--- src/rtl/vtc_pkg.sv ---
package vtc_pkg;

   typedef enum logic [1:0] {
      RSP_ABSENT = 2'd0,
      RSP_DONE   = 2'd1,
      RSP_BUSY   = 2'd2,
      RSP_UNDEF  = 2'd3
   } vtc_rsp_e;

   typedef enum logic [2:0] {
      KIND_REG_WR = 3'd0,
      KIND_REG_RD = 3'd1,
      KIND_MEM_LD = 3'd2,
      KIND_MEM_ST = 3'd3,
      KIND_DATAOP = 3'd4
   } vtc_kind_e;

   typedef enum logic [3:0] {
      OP_NONE,
      OP_UNDEF,
      OP_WR,
      OP_RD,
      OP_LD,
      OP_ST,
      OP_STALL,
      OP_SCHED_F,
      OP_SCHED_I,
      OP_REL_F,
      OP_REL_I,
      OP_CAP
   } vtc_op_e;

endpackage

--- src/rtl/vtc_decode.sv ---
module vtc_decode
   import vtc_pkg::*;
#(
   parameter int CP_A  = 4,
   parameter int CP_B  = 5,
   parameter int IDX_W = 4
)(
   input  logic             valid,
   input  logic [2:0]       kind,
   input  logic [3:0]       cpnum,
   input  logic [31:0]      word,
   output vtc_op_e          op,
   output logic [IDX_W-1:0] rn_idx,
   output logic [IDX_W-1:0] rd_idx,
   output logic [IDX_W-1:0] rm_idx,
   output logic             is_long
);
   localparam logic [3:0] CPA_L = 4'(CP_A);
   localparam logic [3:0] CPB_L = 4'(CP_B);

   logic [3:0] opc;
   logic       hit_a;
   logic       hit_b;
   logic       unused_bits;

   assign opc         = word[23:20];
   assign hit_a       = valid && (cpnum == CPA_L);
   assign hit_b       = valid && (cpnum == CPB_L);
   assign rn_idx      = word[16 +: IDX_W];
   assign rd_idx      = word[12 +: IDX_W];
   assign rm_idx      = word[0 +: IDX_W];
   assign is_long     = word[22];
   assign unused_bits = ^{word[31:24], word[11:4]};

   always_comb begin
      op = OP_NONE;
      if (hit_a || hit_b) begin
         unique case (kind)
            KIND_REG_WR: op = OP_WR;
            KIND_REG_RD: op = OP_RD;
            KIND_MEM_LD: op = hit_a ? OP_LD : OP_UNDEF;
            KIND_MEM_ST: op = hit_a ? OP_ST : OP_UNDEF;
            KIND_DATAOP: begin
               if (opc == 4'd0)      op = OP_STALL;
               else if (hit_a)       op = OP_UNDEF;
               else begin
                  unique case (opc)
                     4'd1:    op = OP_SCHED_F;
                     4'd2:    op = OP_SCHED_I;
                     4'd3:    op = OP_REL_F;
                     4'd4:    op = OP_REL_I;
                     4'd5:    op = OP_CAP;
                     default: op = OP_UNDEF;
                  endcase
               end
            end
            default: op = OP_UNDEF;
         endcase
      end
   end

endmodule

--- src/rtl/vtc_regbank.sv ---
module vtc_regbank #(
   parameter int W     = 32,
   parameter int N     = 16,
   parameter int IDX_W = 4
)(
   input  logic             clk,
   input  logic             rst_n,
   input  logic             we,
   input  logic [IDX_W-1:0] widx,
   input  logic [W-1:0]     wdata,
   input  logic [IDX_W-1:0] ridx_a,
   output logic [W-1:0]     rdata_a,
   input  logic [IDX_W-1:0] ridx_b,
   output logic [W-1:0]     rdata_b
);
   logic [W-1:0] regs [N];

   for (genvar g = 0; g < N; g++) begin : g_cell
      always_ff @(posedge clk or negedge rst_n) begin
         if (!rst_n)                          regs[g] <= '0;
         else if (we && widx == IDX_W'(g))    regs[g] <= wdata;
      end
   end

   assign rdata_a = regs[ridx_a];
   assign rdata_b = regs[ridx_b];

endmodule

--- src/rtl/vtc_stall.sv ---
module vtc_stall #(
   parameter int W = 32
)(
   input  logic         clk,
   input  logic         rst_n,
   input  logic         active,
   input  logic         first,
   input  logic [W-1:0] delay,
   input  logic [W-1:0] now,
   output logic         busy
);
   logic [W-1:0] start_q;
   logic [W-1:0] dly_q;
   logic [W-1:0] elapsed;

   assign elapsed = now - start_q;

   always_ff @(posedge clk or negedge rst_n) begin
      if (!rst_n) begin
         start_q <= '0;
         dly_q   <= '0;
      end else if (active && first) begin
         start_q <= now;
         dly_q   <= delay;
      end
   end

   always_comb begin
      if (!active)     busy = 1'b0;
      else if (first)  busy = (delay != '0);
      else             busy = (elapsed < dly_q);
   end

endmodule

--- src/rtl/vtc_alarm.sv ---
module vtc_alarm #(
   parameter int W = 32
)(
   input  logic         clk,
   input  logic         rst_n,
   input  logic         sched,
   input  logic         rel,
   input  logic [W-1:0] delay,
   input  logic [W-1:0] now,
   output logic         line_n
);
   logic         pend_q;
   logic [W-1:0] start_q;
   logic [W-1:0] dly_q;
   logic         expired;

   assign expired = pend_q && ((now - start_q) >= dly_q);

   always_ff @(posedge clk or negedge rst_n) begin
      if (!rst_n) begin
         pend_q  <= 1'b0;
         line_n  <= 1'b1;
         start_q <= '0;
         dly_q   <= '0;
      end else if (rel) begin
         pend_q  <= 1'b0;
         line_n  <= 1'b1;
      end else if (sched) begin
         pend_q  <= 1'b1;
         start_q <= now;
         dly_q   <= delay;
      end else if (expired) begin
         pend_q  <= 1'b0;
         line_n  <= 1'b0;
      end
   end

endmodule

--- src/rtl/valtest_cop.sv ---
module valtest_cop
   import vtc_pkg::*;
#(
   parameter int DATA_W    = 32,
   parameter int NUM_REGS  = 16,
   parameter int CP_A      = 4,
   parameter int CP_B      = 5,
   parameter bit LONG_PAIR = 1'b1
)(
   input  logic              clk,
   input  logic              rst_n,
   input  logic [DATA_W-1:0] cycle_now,
   input  logic              ins_valid,
   input  logic              ins_first,
   input  logic [2:0]        ins_kind,
   input  logic [3:0]        ins_cpnum,
   input  logic [31:0]       ins_word,
   input  logic [DATA_W-1:0] wr_data,
   output logic [DATA_W-1:0] rd_data,
   output logic [1:0]        rsp,
   output logic              fiq_n,
   output logic              irq_n
);
   localparam int IDX_W  = $clog2(NUM_REGS);
   localparam int N_LINE = 2;

   if ((1 << IDX_W) != NUM_REGS || NUM_REGS < 2 || NUM_REGS > 16) begin : g_bad_regs
      $error("NUM_REGS must be a power of two from 2 to 16");
   end
   if (CP_A == CP_B || CP_A < 0 || CP_A > 15 || CP_B < 0 || CP_B > 15) begin : g_bad_cp
      $error("CP_A and CP_B must be distinct numbers below 16");
   end
   if (DATA_W < 4) begin : g_bad_w
      $error("DATA_W must be at least 4");
   end

   vtc_op_e          op;
   vtc_rsp_e         rsp_e;
   logic [IDX_W-1:0] rn_idx, rd_idx, rm_idx, xfer_idx, wr_idx, rda_idx;
   logic             is_long;
   logic             we;
   logic [DATA_W-1:0] wr_val, rda_val, delay_val;
   logic             stall_busy;
   logic [N_LINE-1:0] sched, rel, line_n;

   vtc_decode #(.CP_A(CP_A), .CP_B(CP_B), .IDX_W(IDX_W)) u_dec (
      .valid   (ins_valid),
      .kind    (ins_kind),
      .cpnum   (ins_cpnum),
      .word    (ins_word),
      .op      (op),
      .rn_idx  (rn_idx),
      .rd_idx  (rd_idx),
      .rm_idx  (rm_idx),
      .is_long (is_long)
   );

   if (LONG_PAIR) begin : g_pair
      assign xfer_idx = ins_first ? rd_idx : rd_idx + IDX_W'(1);
   end else begin : g_same
      assign xfer_idx = rd_idx;
   end

   always_comb begin
      we     = 1'b0;
      wr_idx = rn_idx;
      wr_val = wr_data;
      unique case (op)
         OP_WR:  we = 1'b1;
         OP_LD:  begin we = 1'b1; wr_idx = xfer_idx; end
         OP_CAP: begin we = 1'b1; wr_idx = rm_idx; wr_val = cycle_now; end
         default: ;
      endcase
   end

   assign rda_idx = (op == OP_ST) ? xfer_idx : rn_idx;

   vtc_regbank #(.W(DATA_W), .N(NUM_REGS), .IDX_W(IDX_W)) u_bank (
      .clk     (clk),
      .rst_n   (rst_n),
      .we      (we),
      .widx    (wr_idx),
      .wdata   (wr_val),
      .ridx_a  (rda_idx),
      .rdata_a (rda_val),
      .ridx_b  (rm_idx),
      .rdata_b (delay_val)
   );

   vtc_stall #(.W(DATA_W)) u_stall (
      .clk    (clk),
      .rst_n  (rst_n),
      .active (op == OP_STALL),
      .first  (ins_first),
      .delay  (delay_val),
      .now    (cycle_now),
      .busy   (stall_busy)
   );

   assign sched[0] = (op == OP_SCHED_F);
   assign sched[1] = (op == OP_SCHED_I);
   assign rel[0]   = (op == OP_REL_F);
   assign rel[1]   = (op == OP_REL_I);

   for (genvar t = 0; t < N_LINE; t++) begin : g_line
      vtc_alarm #(.W(DATA_W)) u_alarm (
         .clk    (clk),
         .rst_n  (rst_n),
         .sched  (sched[t]),
         .rel    (rel[t]),
         .delay  (delay_val),
         .now    (cycle_now),
         .line_n (line_n[t])
      );
   end

   assign fiq_n = line_n[0];
   assign irq_n = line_n[1];

   always_comb begin
      unique case (op)
         OP_NONE:      rsp_e = RSP_ABSENT;
         OP_UNDEF:     rsp_e = RSP_UNDEF;
         OP_STALL:     rsp_e = stall_busy ? RSP_BUSY : RSP_DONE;
         OP_LD, OP_ST: rsp_e = (is_long && ins_first) ? RSP_BUSY : RSP_DONE;
         default:      rsp_e = RSP_DONE;
      endcase
   end

   assign rsp     = rsp_e;
   assign rd_data = (op == OP_RD || op == OP_ST) ? rda_val : '0;

endmodule

--- config.mk ---
export PLATFORM = sky130hd
export DESIGN_NAME = valtest_cop
export DESIGN_NICKNAME = d
export VERILOG_FILES = /design/src/rtl/vtc_pkg.sv /design/src/rtl/vtc_decode.sv /design/src/rtl/vtc_regbank.sv /design/src/rtl/vtc_stall.sv /design/src/rtl/vtc_alarm.sv /design/src/rtl/valtest_cop.sv
export SDC_FILE = /design/constraint.sdc
export NUM_CORES = 2
export LEC_CHECK = 0
export ABC_AREA = 1
export BUFFER_PORTS_ARGS = -buffer_cell sky130_fd_sc_hd__buf_4
export CAP_MARGIN = 20
export CORE_MARGIN = 2
export CORE_UTILIZATION = 50
export CTS_BUF_LIST = sky130_fd_sc_hd__clkbuf_8 sky130_fd_sc_hd__clkbuf_16
export DETAILED_ROUTE_END_ITERATION = 10
export GPL_ROUTABILITY_DRIVEN = 0
export MAX_ROUTING_LAYER = met4
export PLACE_DENSITY = 0.69
export REMOVE_ABC_BUFFERS = 1
export SYNTH_ARGS = -nofsm -noshare
export SYNTH_HDL_FRONTEND = slang
export SYNTH_SLANG_ARGS = --single-unit
--- constraint.sdc ---
create_clock -name clk -period 9.13 [get_ports clk]
set_input_delay 0.4565 -clock clk [delete_from_list [all_inputs] [get_ports clk]]
set_output_delay 0.4565 -clock clk [all_outputs]
set_load 0.01 [all_outputs]
======== Word level (Yosys, flattened, before mapping) ========
Cells that the tools add are included.
cells by class
  reductions and logical operators ........ 39
  equality and inequality tests ........... 39
  bitwise gates (word level) .............. 4
  $add $sub $neg .......................... 4
  multiplexer cells ....................... 34
  magnitude comparators ................... 5
operators with widths
  cell                                                                    count
  32-bit binary-select mux with 4-bit select                              2
  32-bit two-way mux                                                      6
  32-bit subtractor                                                       3
  32-bit greater-or-equal comparator                                      2
  4-bit by 3-bit equality test with 1-bit output (second input constant)  12
  4-bit equality test (second input constant)                             12
  4-bit one-hot mux with 5 select lines                                   2
  32-bit less-than comparator                                             1
  32-bit nonzero test                                                     1
  4-bit by 2-bit equality test with 1-bit output (second input constant)  6
  1-bit logical AND                                                       22
  4-bit two-way mux                                                       5
  1-bit two-way mux                                                       13
  4-bit by 1-bit equality test with 1-bit output (second input constant)  3
  4-bit zero test                                                         3
  5-bit greater-or-equal comparator (second input constant)               2
  4-bit inverter with 5-bit output                                        2
  2-bit one-hot mux with 4 select lines                                   1
  4-bit one-hot mux with 2 select lines                                   1
  2-bit AND reduction                                                     4
  3-bit by 2-bit equality test with 1-bit output (second input constant)  2
  3-bit two-way mux                                                       2
  3-bit nonzero test                                                      2
  4-bit by 1-bit adder with 4-bit output (second input constant)          1
  10 further kinds                                                        15
storage, ports and cells
  output and inout port bits .............. 36
  input port bits ......................... 107
  flip-flop bits (word level) ............. 708

======== Longest topological paths before layout ========
  depth after elaboration ................. 13
  mapped depth ............................ 26
  gate-level depth less buffers ........... 26

======== Hierarchy ========
A second synthesis with hierarchy kept.
second synthesis, totals
  cell total of the unflattened synthesis .. 6,927
  area, all modules ....................... 46,549.6 um^2
by module, submodules not included
  module       cells an instance  area each (um^2)  times used
  vtc_regbank  4,412              29,588.4          1
  vtc_alarm    725                5,151.2           2
  vtc_stall    754                5,242.5           1
  valtest_cop  256                1,102.3           1
  vtc_decode   55                 314.1             1

======== Least setup slack after synthesis ========
Ideal clock, no wire load.
  path type ............................... input port to output port
  start ................................... input cycle_now[0]
  end ..................................... output rsp[0]
  data arrival time ....................... 3.390 ns
  cell stages on the path ................. 24
  setup slack ............................. 5.284 ns
  required time ........................... 8.674 ns
  cells stage by stage .................... inv_1 ha_1 inv_1 fa_1 nand3_1 nand2_1 a21oi_1 o21ai_0 a31oi_1 o21ai_0 nand3_1 nand2_1 xor2_1 ha_1 nand2_1 nor2_1 nand4_1 nor4_1 nand2_1 nand2_1 nand2_1 nand2_1 nand2_1 nand2_1
on the way
  cells in the longest elaborated chain, start to end .. 6
ends and longest elaborated chain
  item                                   RTL line            source
  from (decl)                            valtest_cop.sv:12   input logic [DATA_W-1:0] cycle_now,
  32-bit subtractor                      vtc_stall.sv:16     assign elapsed = now - start_q;
  32-bit less-than comparator            vtc_stall.sv:31     else busy = (elapsed < dly_q);
  1-bit two-way mux                      vtc_stall.sv:30     else if (first) busy = (delay != '0);
  1-bit two-way mux                      vtc_stall.sv:29     if (!active) busy = 1'b0;
  2-bit two-way mux                      valtest_cop.sv:124  OP_STALL: rsp_e = stall_busy ? RSP_BUSY : RSP_DONE;
  2-bit one-hot mux with 4 select lines  valtest_cop.sv:121  unique case (op)
  to (decl)                              valtest_cop.sv:20   output logic [1:0] rsp,
Every way passes these cells.

======== Worst setup path in the final report ========
  start ................................... register u_stall.start_q[2]
  end ..................................... output rsp[0]
on the way
  cells in the longest elaborated chain, start to end .. 6
ends and longest elaborated chain
  item                                   RTL line            source
  from (decl)                            vtc_stall.sv:12     logic [W-1:0] start_q;
  from (signal assigned)                 vtc_stall.sv:23     start_q <= now;
  32-bit subtractor                      vtc_stall.sv:16
  32-bit less-than comparator            vtc_stall.sv:31
  1-bit two-way mux                      vtc_stall.sv:30
  1-bit two-way mux                      vtc_stall.sv:29
  2-bit two-way mux                      valtest_cop.sv:124
  2-bit one-hot mux with 4 select lines  valtest_cop.sv:121
Every way passes these cells.

==> results.cfg <==
[status]
status = finished, final reports clean

[power_and_ir_drop]
p_sw_mw = 2.116
p_per_area_nw_per_um2 = 157.8
p_leak_nw = 21.47
power_frac_seq_pct = 43.0
sw_frac_of_total_pct = 28.24
finalPower_mw = 7.493
internal-power_mw = 5.378
comb_power_share_pct = 13.4
vdd_drop_max_v = 0.0001400
pwr-share-clk_pct = 43.6

[global_route]
top_usage_layer = met2
track_usage_pct = 32.60
grt_use_met3_pct = 4.197
use_met2_pct = 51.03
grt_max_degree = 208
groute.layer.met1.usage_pct = 41.65
antenna_found_initial = 1
grt_pass1_wl_um = 223100
grt_overflow_total = 0
grt_pass1_vias = 39310

[place]
place_hpwl_um = 84350
numPortBuffers = 126

[synth]
yosysUniqueCellTypes = 56
synth-edff-count = 0
syn_area_per_cell_um2 = 7.312
synthArstFlopShare_pct = 100.0
synth_top_flop_cell = dfrtp_1
yosysSeqAreaShare_pct = 40.63
yosys_register_bits = 708
ys_warn_count = 0
netlist_instances = 5964
syn-cell-area_um2 = 43610

[sta]
clock_skew_ns = 0.02171
slew_violations = 0
fmax_ghz = 0.1846
finalSetupViolations = 0
finalCritPeriodShare_pct = 59.34
fin_tns_setup_ns = 0
period_needed_ns = 5.418
slew-limit-headroom_pct = 16.93
worst_slew_pin_slew_ns = 1.246
rsz0062_at_grt = no
hold_violations = 0

[finish]
mostFrequentLayoutCell = nand2_1
antenna_cells = 0
most-common-layout-cells = nand2_1 (1571), dfrtp_1 (706), o21ai_0 (607)
areaGrowthSynthToFinish_pct = 8.903
fillers = 8232
drive_gt1_share_pct = 6.370
fin_nets = 6125

[cts]
htree_levels = 3
clk_pin_slew_ns = 0.06
clock_sinks = 708
cts_tree = done
cts-root-buf = clkbuf_16
clockBufferDepth = 3
insertion_delay_ns = 0.64
post-cts-setup-buffers = 0
cts_buffers = 79

[hold_path]
min_path_type = in -> reg
hp-start = cycle_now[2]
hold_path_end = u_stall.start_q[2]
min_path_cells = 3

[floorplanning]
dieArea_um2 = 89590
rows = 108
initial_core_util_pct = 50.34
pin_count = 143
die_y_um = 299.3
coreArea_um2 = 86620
die_w_um = 299.3

[setup_path]
crit_fanout = 4
r2r_setup_slack_ns = 4.02
critPathRequiredTime_ns = 8.67
arrival_ns = 4.96
r2r-end = g_line[1].u_alarm.line_n
reg2reg_from = g_line[1].u_alarm.start_q[2]
startpoint_type = register
end_kind = primary output
ff2ff_path_depth = 22
setup.worst_path.class = reg -> out

[route]
drt_iter0_drc = 4401
routed-via-count = 41460
drcViolationCount = 0
vias_per_cell = 5.888
dr.pass1.iters = 7
postRouteAntennaNets = 0
wl_per_cell_um = 20.36
wl_um = 143400

[job]
cap_violations = 0
[final cells by class]
cell class                      instances  area [µm²]  area share (%)
Inverter                              500        1894           3.989
Sequential cell                       708       17720           37.31
Clock inverter                         39       336.6          0.7087
Tap cell                             1155        1445           3.043
Multi-Input combinational cell       4370       22370           47.11
Clock buffer                          103        2307           4.858
Timing Repair Buffer                  167        1415           2.980
[per-layer routing]
metal  vias up  wire, µm
met5         -         0
li1      19570         -
met1     19540     58380
met4         0      7121
met3       434     11860
met2      1924     66020
[logic make-up after synthesis]
family | after synthesis | synth area share, %
adders and majority gates | 192 | 5.561
and+or+nand+nor | 2533 | 24.08
buffers and inverters | 886 | 8.318
DFF | 708 | 40.63
AOI/OAI and AO/OA | 1551 | 19.52
xor gates and xnor gates | 94 | 1.888
[worst max-delay path by stage]
stage	from	endpoint	slack, ns	cells after the start
4_1_cts	u_stall.start_q[2]	rsp[0]	3.71	22
5_1_grt	u_stall.start_q[2]	rsp[1]	3.39	22
2_1_floorplan	ins_cpnum[1]	rd_data[30]	1.84	11
6_report	u_stall.start_q[2]	rsp[0]	3.71	23
3_3_place_gp	cycle_now[0]	g_line[0].u_alarm.line_n	3.76	27
3_5_place_dp	cycle_now[0]	g_line[0].u_alarm.line_n	3.60	27
[worst max-delay path: stages, from the launching register on]
cell      delay [ns]
dfrtp_1         0.32
inv_1           0.05
ha_1            0.35
nand3_1         0.10
nand2_1         0.11
a21boi_0        0.20
o21ai_0         0.48
a31oi_1         0.22
o21ai_0         0.61
nand4_1         0.21
nand2_1         0.14
xor2_1          0.18
ha_1            0.27
nand2_1         0.09
inv_1           0.04
nand4_1         0.12
a21oi_1         0.07
a211oi_1        0.19
nand2_1         0.13
nand2_1         0.10
nand2_1         0.06
nand2_1         0.06
nand2_1         0.07
buf_4           0.15
[power by group through the flow]
stage	clock network (mW)	logic (mW)	registers, mW
3_3_place_gp	0	0.968	3.28
2_1_floorplan	0	0.593	3.27
6_report	3.27	1.00	3.22
5_1_grt	3.43	1.11	3.23
3_5_place_dp	0	0.982	3.28
4_1_cts	3.31	0.988	3.22
[registers in the layout, indices dropped and copies added, names as in the netlist]
signal	cells
u_stall.start_q	32
g_line.u_alarm.pend_q	2
g_line.u_alarm.line_n	2
g_line.u_alarm.start_q	64
g_line.u_alarm.dly_q	64
u_bank.regs	512
u_stall.dly_q	32
[stage by stage]
step | hold slack (ns) | util, % | setup WS, ns | cells | cell area [µm²]
3_5_place_dp | 0.4511 | 51.67 | 3.603 | 6896 | 44750
3_3_place_gp | 0.4617 | 51.67 | 3.756 | 6896 | 44750
2_1_floorplan | 0.1609 | - | 1.838 | 5578 | 41860
6_report | 0.09460 | 54.83 | 3.712 | 7042 | 47490
4_1_cts | 0.07284 | 54.73 | 3.712 | 7039 | 47410
5_1_grt | 0.09906 | 54.83 | 3.390 | 7042 | 47490
[cell usage after synthesis (8+ instances only)]
master | number | area [µm²]
nand3_1 | 449 | 2247
o21a_1 | 15 | 112.6
inv_2 | 9 | 33.78
nand2_4 | 8 | 90.09
o21ai_2 | 12 | 105.1
xnor2_1 | 40 | 350.3
o21ai_1 | 446 | 2232
buf_2 | 141 | 705.7
o22ai_1 | 11 | 68.82
o221ai_1 | 39 | 341.6
buf_6 | 12 | 135.1
nor2_1 | 414 | 1554
inv_1 | 487 | 1828
nand4_1 | 19 | 118.9
buf_1 | 24 | 90.09
ha_1 | 189 | 2365
clkbuf_1 | 199 | 747.0
o21ai_0 | 608 | 3043
dfrtp_1 | 706 | 17670
nor3_1 | 25 | 125.1
a21oi_1 | 228 | 1141
xor2_1 | 54 | 473.0
o211ai_1 | 144 | 1081
nand2_1 | 1575 | 5912
a31oi_1 | 12 | 75.07
[what timing repair did]
item	4_1_cts	5_1_grt
hold buffers	1	0
resized for setup	0	0
hold endpoints to repair	95	0
Note: power is estimated with default switching activity, not from simulation.
